$ cat src/rtl/vcser_pkg.sv
package vcser_pkg;

    localparam int CHAR_W = 7;
    localparam int CODE_W = 16;
    localparam int RUN_W  = 8;

    typedef logic [CHAR_W-1:0] char_t;
    typedef logic [CODE_W-1:0] code_t;
    typedef logic [RUN_W-1:0]  run_t;

    // Bit-engine state: shift register, zero-run count, idle-run mode, stopped.
    typedef struct packed {
        code_t shreg;
        run_t  zrun;
        logic  tail_mode;
        logic  done;
    } eng_state_t;

    // Codes for character values 0..63, bit 0 is sent first.
    function automatic code_t vc_code_lo(input logic [5:0] idx);
        code_t r;
        case (idx)
            6'd0:  r = 16'h0355; 6'd1:  r = 16'h036d; 6'd2:  r = 16'h02dd; 6'd3:  r = 16'h03bb;
            6'd4:  r = 16'h035d; 6'd5:  r = 16'h03eb; 6'd6:  r = 16'h03dd; 6'd7:  r = 16'h02fd;
            6'd8:  r = 16'h03fd; 6'd9:  r = 16'h00f7; 6'd10: r = 16'h0017; 6'd11: r = 16'h03db;
            6'd12: r = 16'h02ed; 6'd13: r = 16'h001f; 6'd14: r = 16'h02bb; 6'd15: r = 16'h0357;
            6'd16: r = 16'h03bd; 6'd17: r = 16'h02bd; 6'd18: r = 16'h02d7; 6'd19: r = 16'h03d7;
            6'd20: r = 16'h036b; 6'd21: r = 16'h035b; 6'd22: r = 16'h02db; 6'd23: r = 16'h03ab;
            6'd24: r = 16'h037b; 6'd25: r = 16'h02fb; 6'd26: r = 16'h03b7; 6'd27: r = 16'h02ab;
            6'd28: r = 16'h02eb; 6'd29: r = 16'h0377; 6'd30: r = 16'h037d; 6'd31: r = 16'h03fb;
            6'd32: r = 16'h0001; 6'd33: r = 16'h01ff; 6'd34: r = 16'h01f5; 6'd35: r = 16'h015f;
            6'd36: r = 16'h01b7; 6'd37: r = 16'h02ad; 6'd38: r = 16'h0375; 6'd39: r = 16'h01fd;
            6'd40: r = 16'h00df; 6'd41: r = 16'h00ef; 6'd42: r = 16'h01ed; 6'd43: r = 16'h01f7;
            6'd44: r = 16'h0057; 6'd45: r = 16'h002b; 6'd46: r = 16'h0075; 6'd47: r = 16'h01eb;
            6'd48: r = 16'h00ed; 6'd49: r = 16'h00bd; 6'd50: r = 16'h00b7; 6'd51: r = 16'h00ff;
            6'd52: r = 16'h01dd; 6'd53: r = 16'h01b5; 6'd54: r = 16'h01ad; 6'd55: r = 16'h016b;
            6'd56: r = 16'h01ab; 6'd57: r = 16'h01db; 6'd58: r = 16'h00af; 6'd59: r = 16'h017b;
            6'd60: r = 16'h016f; 6'd61: r = 16'h0055; 6'd62: r = 16'h01d7; 6'd63: r = 16'h03d5;
            default: r = '0;
        endcase
        return r;
    endfunction

    // Codes for character values 64..127, indexed by the low six bits.
    function automatic code_t vc_code_hi(input logic [5:0] idx);
        code_t r;
        case (idx)
            6'd0:  r = 16'h02f5; 6'd1:  r = 16'h005f; 6'd2:  r = 16'h00d7; 6'd3:  r = 16'h00b5;
            6'd4:  r = 16'h00ad; 6'd5:  r = 16'h0077; 6'd6:  r = 16'h00db; 6'd7:  r = 16'h00bf;
            6'd8:  r = 16'h0155; 6'd9:  r = 16'h007f; 6'd10: r = 16'h017f; 6'd11: r = 16'h017d;
            6'd12: r = 16'h00eb; 6'd13: r = 16'h00dd; 6'd14: r = 16'h00bb; 6'd15: r = 16'h00d5;
            6'd16: r = 16'h00ab; 6'd17: r = 16'h0177; 6'd18: r = 16'h00f5; 6'd19: r = 16'h007b;
            6'd20: r = 16'h005b; 6'd21: r = 16'h01d5; 6'd22: r = 16'h015b; 6'd23: r = 16'h0175;
            6'd24: r = 16'h015d; 6'd25: r = 16'h01bd; 6'd26: r = 16'h02d5; 6'd27: r = 16'h01df;
            6'd28: r = 16'h01ef; 6'd29: r = 16'h01bf; 6'd30: r = 16'h03f5; 6'd31: r = 16'h016d;
            6'd32: r = 16'h03ed; 6'd33: r = 16'h000d; 6'd34: r = 16'h007d; 6'd35: r = 16'h003d;
            6'd36: r = 16'h002d; 6'd37: r = 16'h0003; 6'd38: r = 16'h002f; 6'd39: r = 16'h006d;
            6'd40: r = 16'h0035; 6'd41: r = 16'h000b; 6'd42: r = 16'h01af; 6'd43: r = 16'h00fd;
            6'd44: r = 16'h001b; 6'd45: r = 16'h0037; 6'd46: r = 16'h000f; 6'd47: r = 16'h0007;
            6'd48: r = 16'h003f; 6'd49: r = 16'h01fb; 6'd50: r = 16'h0015; 6'd51: r = 16'h001d;
            6'd52: r = 16'h0005; 6'd53: r = 16'h003b; 6'd54: r = 16'h006f; 6'd55: r = 16'h006b;
            6'd56: r = 16'h00fb; 6'd57: r = 16'h005d; 6'd58: r = 16'h0157; 6'd59: r = 16'h03b5;
            6'd60: r = 16'h01bb; 6'd61: r = 16'h02b5; 6'd62: r = 16'h03ad; 6'd63: r = 16'h02b7;
            default: r = '0;
        endcase
        return r;
    endfunction

    function automatic code_t vc_code(input char_t ch);
        return ch[CHAR_W-1] ? vc_code_hi(ch[CHAR_W-2:0]) : vc_code_lo(ch[CHAR_W-2:0]);
    endfunction

endpackage

$ cat src/rtl/vcser_code_rom.sv
module vcser_code_rom
    import vcser_pkg::*;
(
    input  char_t ch,
    output code_t code
);

    assign code = vc_code(ch);

endmodule

$ cat src/rtl/vcser_char_ring.sv
module vcser_char_ring
    import vcser_pkg::*;
#(
    parameter int unsigned PTR_W = 8
) (
    input  logic  clk,
    input  logic  rst,
    input  logic  push,
    input  char_t push_data,
    input  logic  pop,
    output char_t head_data,
    output logic  empty,
    output logic  push_ok,
    output logic  overflow
);

    localparam int unsigned DEPTH = 1 << PTR_W;
    typedef logic [PTR_W-1:0] ptr_t;
    localparam ptr_t PTR_ONE = ptr_t'(1);

    char_t mem [DEPTH];
    ptr_t  head;
    ptr_t  tail;
    ptr_t  tail_next;
    logic  full;

    assign tail_next = tail + PTR_ONE;
    assign full      = (tail_next == head);
    assign empty     = (head == tail);
    assign push_ok   = push && !full;
    assign head_data = mem[head];

    always_ff @(posedge clk) begin
        if (push_ok) begin
            mem[tail] <= push_data;
        end
    end

    always_ff @(posedge clk) begin
        if (rst) begin
            head     <= '0;
            tail     <= '0;
            overflow <= 1'b0;
        end else begin
            if (push_ok) begin
                tail <= tail_next;
            end
            if (push && full) begin
                overflow <= 1'b1;
            end
            if (pop && !empty) begin
                head <= head + PTR_ONE;
            end
        end
    end

endmodule

$ cat src/rtl/vcser_bit_engine.sv
module vcser_bit_engine
    import vcser_pkg::*;
#(
    parameter int unsigned END_RUN  = 2,
    parameter int unsigned IDLE_RUN = 75
) (
    input  logic  clk,
    input  logic  rst,
    input  logic  bit_req,
    input  logic  empty,
    input  code_t code,
    input  logic  wake,
    output logic  fetch,
    output logic  bit_out,
    output logic  done
);

    localparam run_t END_LIM  = run_t'(END_RUN);
    localparam run_t IDLE_LIM = run_t'(IDLE_RUN);

    eng_state_t cur;
    eng_state_t nxt;
    logic       step;
    logic       char_end;
    logic       stop;
    run_t       zinc;
    run_t       limit;

    always_comb begin
        step     = bit_req && !cur.done;
        zinc     = cur.shreg[0] ? '0 : run_t'(cur.zrun + 1'b1);
        limit    = cur.tail_mode ? IDLE_LIM : END_LIM;
        char_end = step && !cur.shreg[0] && (zinc > limit);
        fetch    = char_end && !empty;
        stop     = char_end && empty && cur.tail_mode;

        nxt = cur;
        if (step) begin
            nxt.shreg = cur.shreg >> 1;
            nxt.zrun  = zinc;
        end
        if (char_end) begin
            nxt.zrun = '0;
            if (!empty) begin
                nxt.shreg     = code;
                nxt.tail_mode = 1'b0;
            end else if (!cur.tail_mode) begin
                nxt.tail_mode = 1'b1;
            end else begin
                nxt.done = 1'b1;
            end
        end
        // A queued character revives a stopped (or stopping) engine.
        if (wake && (cur.done || stop)) begin
            nxt.done      = 1'b0;
            nxt.tail_mode = 1'b0;
            nxt.zrun      = '0;
        end
    end

    always_ff @(posedge clk) begin
        if (rst) begin
            cur.shreg     <= '0;
            cur.zrun      <= '0;
            cur.tail_mode <= 1'b0;
            cur.done      <= 1'b1;
        end else begin
            cur <= nxt;
        end
    end

    assign bit_out = cur.shreg[0];
    assign done    = cur.done;

endmodule

$ cat src/rtl/varicode_serializer.sv
module varicode_serializer
    import vcser_pkg::*;
#(
    parameter int unsigned PTR_W    = 8,
    parameter int unsigned END_RUN  = 2,
    parameter int unsigned IDLE_RUN = 75
) (
    input  logic              clk,
    input  logic              rst,
    input  logic              wr_en,
    input  logic [CHAR_W-1:0] wr_char,
    input  logic              bit_req,
    output logic              bit_out,
    output logic              done,
    output logic              overflow
);

    char_t head_char_w;
    code_t code_w;
    logic  empty_w;
    logic  push_ok_w;
    logic  fetch_w;

    vcser_char_ring #(
        .PTR_W(PTR_W)
    ) u_ring (
        .clk       (clk),
        .rst       (rst),
        .push      (wr_en),
        .push_data (wr_char),
        .pop       (fetch_w),
        .head_data (head_char_w),
        .empty     (empty_w),
        .push_ok   (push_ok_w),
        .overflow  (overflow)
    );

    vcser_code_rom u_rom (
        .ch   (head_char_w),
        .code (code_w)
    );

    vcser_bit_engine #(
        .END_RUN  (END_RUN),
        .IDLE_RUN (IDLE_RUN)
    ) u_engine (
        .clk     (clk),
        .rst     (rst),
        .bit_req (bit_req),
        .empty   (empty_w),
        .code    (code_w),
        .wake    (push_ok_w),
        .fetch   (fetch_w),
        .bit_out (bit_out),
        .done    (done)
    );

endmodule

$ cat config.mk
export PLATFORM = sky130hd
export DESIGN_NAME = varicode_serializer
export DESIGN_NICKNAME = d
export VERILOG_FILES = /design/src/rtl/vcser_pkg.sv /design/src/rtl/vcser_code_rom.sv /design/src/rtl/vcser_char_ring.sv /design/src/rtl/vcser_bit_engine.sv /design/src/rtl/varicode_serializer.sv
export SDC_FILE = /design/constraint.sdc
export NUM_CORES = 2
export LEC_CHECK = 0
export BUFFER_PORTS_ARGS = -buffer_cell sky130_fd_sc_hd__clkbuf_2
export CAP_MARGIN = 5
export CORE_AREA = 3 3 366 368
export DETAILED_ROUTE_END_ITERATION = 6
export DIE_AREA = 0 0 369 371
export HOLD_SLACK_MARGIN = 0.15
export MAX_ROUTING_LAYER = met4
export PLACE_DENSITY = 0.72
export SYNTH_ARGS = -nofsm -noshare
export SYNTH_HDL_FRONTEND = slang
export SYNTH_SLANG_ARGS = --single-unit
$ cat constraint.sdc
create_clock -name clk -period 4.2 [get_ports clk]
set_clock_uncertainty 0.2 [all_clocks]
set_input_delay 0.42 -clock clk [delete_from_list [all_inputs] [get_ports clk]]
set_output_delay 0.42 -clock clk [all_outputs]
set_load 0.01 [all_outputs]
# After elaboration in Yosys (flattened, before gate mapping)
# Memory sizes are Yosys's and may differ from the RTL's. A register that Yosys moved wholly into a read port is not among the register bits.
# Cells that the tools add are included.
# word_totals
ff_bits,43
mem_bits_rw,1792
romBits,1152
input_bits,11
mem_count,3
# memory_table
memory,depth,width,rd,rd_ports_with_merged_regs,write_ports,line_no,rtl
u_ring.mem,256,7,1,1,1,vcser_char_ring.sv:21,char_t mem [DEPTH];
(no name shown),64,9,1,0,0,vcser_pkg.sv:47,case (idx)
(no name shown),64,9,1,0,0,vcser_pkg.sv:22,case (idx)
# op_classes
add_sub_neg,3
order_cmp,1
eq_ne,2
mux,14
n_reduce_logical,21
# ops
operator,n
16-bit two-way mux,2
26-bit two-way mux,1
"8-bit by 1-bit adder with 8-bit output, second input constant",3
24-bit two-way mux,1
8-bit two-way mux,3
8-bit == test,2
1-bit logical AND,10
8-bit > comparator,1
7-bit two-way mux,1
1-bit two-way mux,6
2-bit nonzero test,3
1-bit zero test,4
3-bit AND reduction,1
3-bit OR reduction,1
2-bit OR reduction,1
1-bit logical OR,1

# Depth between registers and ports, before layout
# logic_depth
word_depth,10
mapped_depth,22

# By module
# From an unflattened synthesis, not the netlist that was laid out.
# hier_totals
cells_unflattened,3923
hier_area_um2,74321.3
# modules_own_cells
mod,n_inst,cells_each,area_per_inst_um2,seq_area_each_um2
vcser_char_ring,1,3428,70928.0,54312.1
vcser_code_rom,1,286,1860.5,0.0
vcser_bit_engine,1,209,1532.7,520.5

# Worst setup path before layout
# OpenSTA, ideal clock, no wires.
# synth_timing
path_kind,register -> register
start,reg with a tool-made name
end,reg u_engine.cur[16] in the netlist's numbering
setup_ns,0.138
arrival_ns,3.874
path_slack_ns,-0.012
stages_incl_launch_ff,18
cell_sequence,dfxtp_1 -> buf_2 -> buf_4 -> buf_2 -> mux4_2 -> mux4_2 -> nor2_1 -> and4b_1 -> nand4_1 -> buf_2 -> ha_1 -> clkbuf_1 -> inv_1 -> nor3_1 -> a21oi_1 -> mux2_2 -> mux2i_1 -> o311ai_1
# synth_lines
element,line_no,rtl
"end signal, assigned",vcser_bit_engine.sv:68,cur <= nxt;
"end, declared",vcser_bit_engine.sv:21,eng_state_t cur;

==> results.py <==
metrics = {
    "logic_synthesis": {
        "syn_inst": 3904,
        "synthArstFlopShare": 0,
        "ys.flop_type": "edfxtp_1",
        "ys.warnings.count": 0,
        "synthDistinctLibCells": 91,
        "yosysSeqAreaShare": 0.735,
        "synth_area_um2": 74600,
        "syn-num-nets": 3932,
        "synth_edf_count": 1792,
        "synth.avg_cell_area_um2": 19.1,
        "synth-seq-cells": 1843,
    },
    "global_routing": {
        "grt_max_degree": 114,
        "antenna_found_initial": 0,
        "first_global_vias": 41500,
        "grt_overflow": 0,
        "grt_pass1_wl_um": 302000,
        "grt.total_usage": 0.319,
    },
    "critical_path": {
        "critPathKind": "reg2reg",
        "cp.arrival_ns": 4.92,
        "cp-start-kind": "flop",
        "worst-path-max-fanout": 10,
        "required_ns": 4.71,
        "setup.worst_path.end_class": "flop",
    },
    "timing": {
        "setup_viol": 9,
        "post-route-min-period_ns": 4.41,
        "setup_slack_ns": -0.209,
        "period_share": 1.05,
        "max_freq_ghz": 0.227,
        "hold_viol": 0,
        "rsz0062_at_grt": "yes",
        "tightest_slew_ns": 1.12,
        "slew_headroom": 0.254,
        "final-max-slew-violation-count": 0,
    },
    "clock_network": {
        "cts-root-buf": "clkbuf_16",
        "insertion_delay_ns": 0.84,
        "clk_pin_slew_ns": 0.07,
        "clkSinkCount": 1843,
        "cts_made_buffers": 180,
        "cts_max_level": 4,
        "clk_path_buf_depth": 3,
        "cts_tree": "done",
    },
    "flow_run": {
        "maxCapViolCount": 0,
    },
    "placement": {
        "io_buffers": 13,
        "place_inst": 5938,
        "place_area_um2": 80100,
        "place_hpwl_um": 137000,
        "gp_congestion": 0.947,
    },
    "power": {
        "p_leak_nw": 27.5,
        "ir_drop_v": 0.000450,
        "p_per_area_nw_per_um2": 427,
    },
    "floorplanning": {
        "ios": 14,
        "die-area_um2": 137000,
        "die_x_um": 369,
        "dieHeight_um": 371,
        "initial_utilization": 0.569,
        "row_count": 133,
        "coreArea_um2": 131000,
    },
    "cells_and_area": {
        "drive_gt1_frac": 0.318,
        "final_common_cell": "edfxtp_1",
        "layout_common_cells": "1792 x edfxtp_1, 460 x buf_4, 400 x mux4_2",
        "finalNonFillerCells": 6360,
        "syn_to_final_growth_pct": 17.6,
        "nFillCells": 8431,
        "finalNetCount": 4489,
        "stdcell_area_um2": 87800,
    },
    "worst_hold_path": {
        "hold_class": "reg2reg",
    },
    "drt": {
        "num_vias": 42200,
        "ant_nets": 0,
        "dr.pass1.iters": 5,
        "via_per_inst": 6.63,
        "wl_per_cell_um": 33.0,
        "drc": 0,
        "drt_first_iter_violations": 5915,
        "wl_um": 210000,
    },
    "run_status": {
        "violations": "setup timing",
        "outcome": "complete, but fails checks",
    },
}
-- synth_stat cells (9+ instances only) --
master / n / area [µm²]
o21ai_0: 32 / 160
a22o_1: 14 / 123
buf_2: 62 / 310
o221ai_1: 11 / 96.3
buf_6: 46 / 518
nor4_1: 10 / 62.6
mux2i_1: 183 / 1830
a22oi_1: 87 / 653
clkbuf_1: 82 / 308
nand3_1: 47 / 235
nor3_1: 27 / 135
o22ai_1: 27 / 169
nand2_1: 151 / 567
nor2_1: 338 / 1270
nand2b_1: 19 / 119
a211oi_1: 29 / 218
mux2_2: 28 / 315
nor2b_1: 36 / 225
a221oi_1: 15 / 131
and3_1: 12 / 75.1
mux4_2: 399 / 8990
inv_1: 19 / 71.3
and2_1: 13 / 81.3
mux4_1: 12 / 315
buf_4: 45 / 338
a21oi_1: 73 / 365
xor2_1: 18 / 158
o31ai_1: 9 / 67.6
dfxtp_1: 51 / 1020
xnor2_1: 11 / 96.3
a31oi_1: 19 / 119
o211ai_1: 13 / 97.6
edfxtp_1: 1792 / 53800
ha_1: 17 / 213
-- power breakdown --
part | switching [W] | internal (W)
combinational | 0.00114 | 0.000701
clock | 0.00695 | 0.00853
sequential | 0.0000189 | 0.0202
total | 0.00810 | 0.0294
-- logic make-up after synthesis --
family / count (synthesis) / share of synthesized area
XOR/XNOR: 30 / 0.00362
buffers and inverters: 268 / 0.0223
multiplexers: 622 / 0.153
adder cells (fa/ha/maj): 17 / 0.00285
AND/OR/NAND/NOR: 710 / 0.0431
AO/OA/AOI/OAI: 414 / 0.0401
flip-flops: 1843 / 0.735
-- layout make-up --
type | instances | area, µm² | area share
clock inverters | 99 | 847 | 0.00965
diodes | 2 | 5.00 | 0.0000570
repair buffers | 619 | 6100 | 0.0695
multi-input cells | 1794 | 18900 | 0.216
inverters | 23 | 114 | 0.00130
flip-flops and latches | 1843 | 54900 | 0.625
well taps | 1755 | 2200 | 0.0250
clock buffers | 225 | 4740 | 0.0540
-- final timing paths --
check	depth (start not counted)	slack, ns	endpoint	from
worst max-delay path	19	-0.21	u_engine.cur[17]	flop
worst min-delay path	2	0.25	u_engine.cur[24]	u_engine.cur[25]
worst max register to register	19	-0.21	u_engine.cur[17]	flop
worst min register to register	2	0.25	u_engine.cur[24]	u_engine.cur[25]
-- registers in the layout (all words and copies together) (netlist names), named ones only --
| signal | flops |
|---|---|
| u_engine.bit_out | 1 |
| u_engine.cur | 24 |
| u_engine.done | 1 |
| u_ring.head | 8 |
| u_ring.mem | 1792 |
| u_ring.overflow | 1 |
| u_ring.tail | 8 |
-- critical path, cell delays in order (launching register included) --
cell,delay [ns]
dfxtp_4,0.44
buf_12,0.19
buf_16,0.17
mux4_2,0.33
mux2i_1,0.18
buf_4,0.17
o22ai_2,0.08
nor3_2,0.19
buf_4,0.17
nand4b_1,0.35
nand4_1,0.32
buf_6,0.17
ha_4,0.15
clkinvlp_4,0.26
buf_6,0.23
a21oi_2,0.15
a21oi_2,0.05
o221a_2,0.26
nor3_2,0.12
nor4bb_1,0.07
-- routing by layer --
layer,part of all wire,GRT usage
met5,0,-
met4,0.045,0.135
met3,0.11,0.0670
met2,0.48,0.481
met1,0.37,0.429
-- what timing repair did --
item,in CTS,in global routing
hold endpoints to repair,622,0
buffers inserted,63,23
pin swaps,58,42
setup endpoints to repair,9,142
gates cloned,3,4
gates resized for setup,151,114
hold buffers,11,0
-- through the flow --
stage,TNS [ns],power [W],util,hold WS [ns],setup slack [ns]
CTS,-0.539,0.0375,0.664,0.255,-0.0801
detailed placement,-4.31,0.0222,0.611,0.246,-0.567
floorplan,0,0.0212,-,0.227,0.0983
global route,-1.45,0.0384,0.669,0.283,-0.219
global placement,-4.37,0.0222,0.611,0.236,-0.575
finish,-1.29,0.0375,0.670,0.253,-0.209
Note: power is estimated with default switching activity, not from simulation.
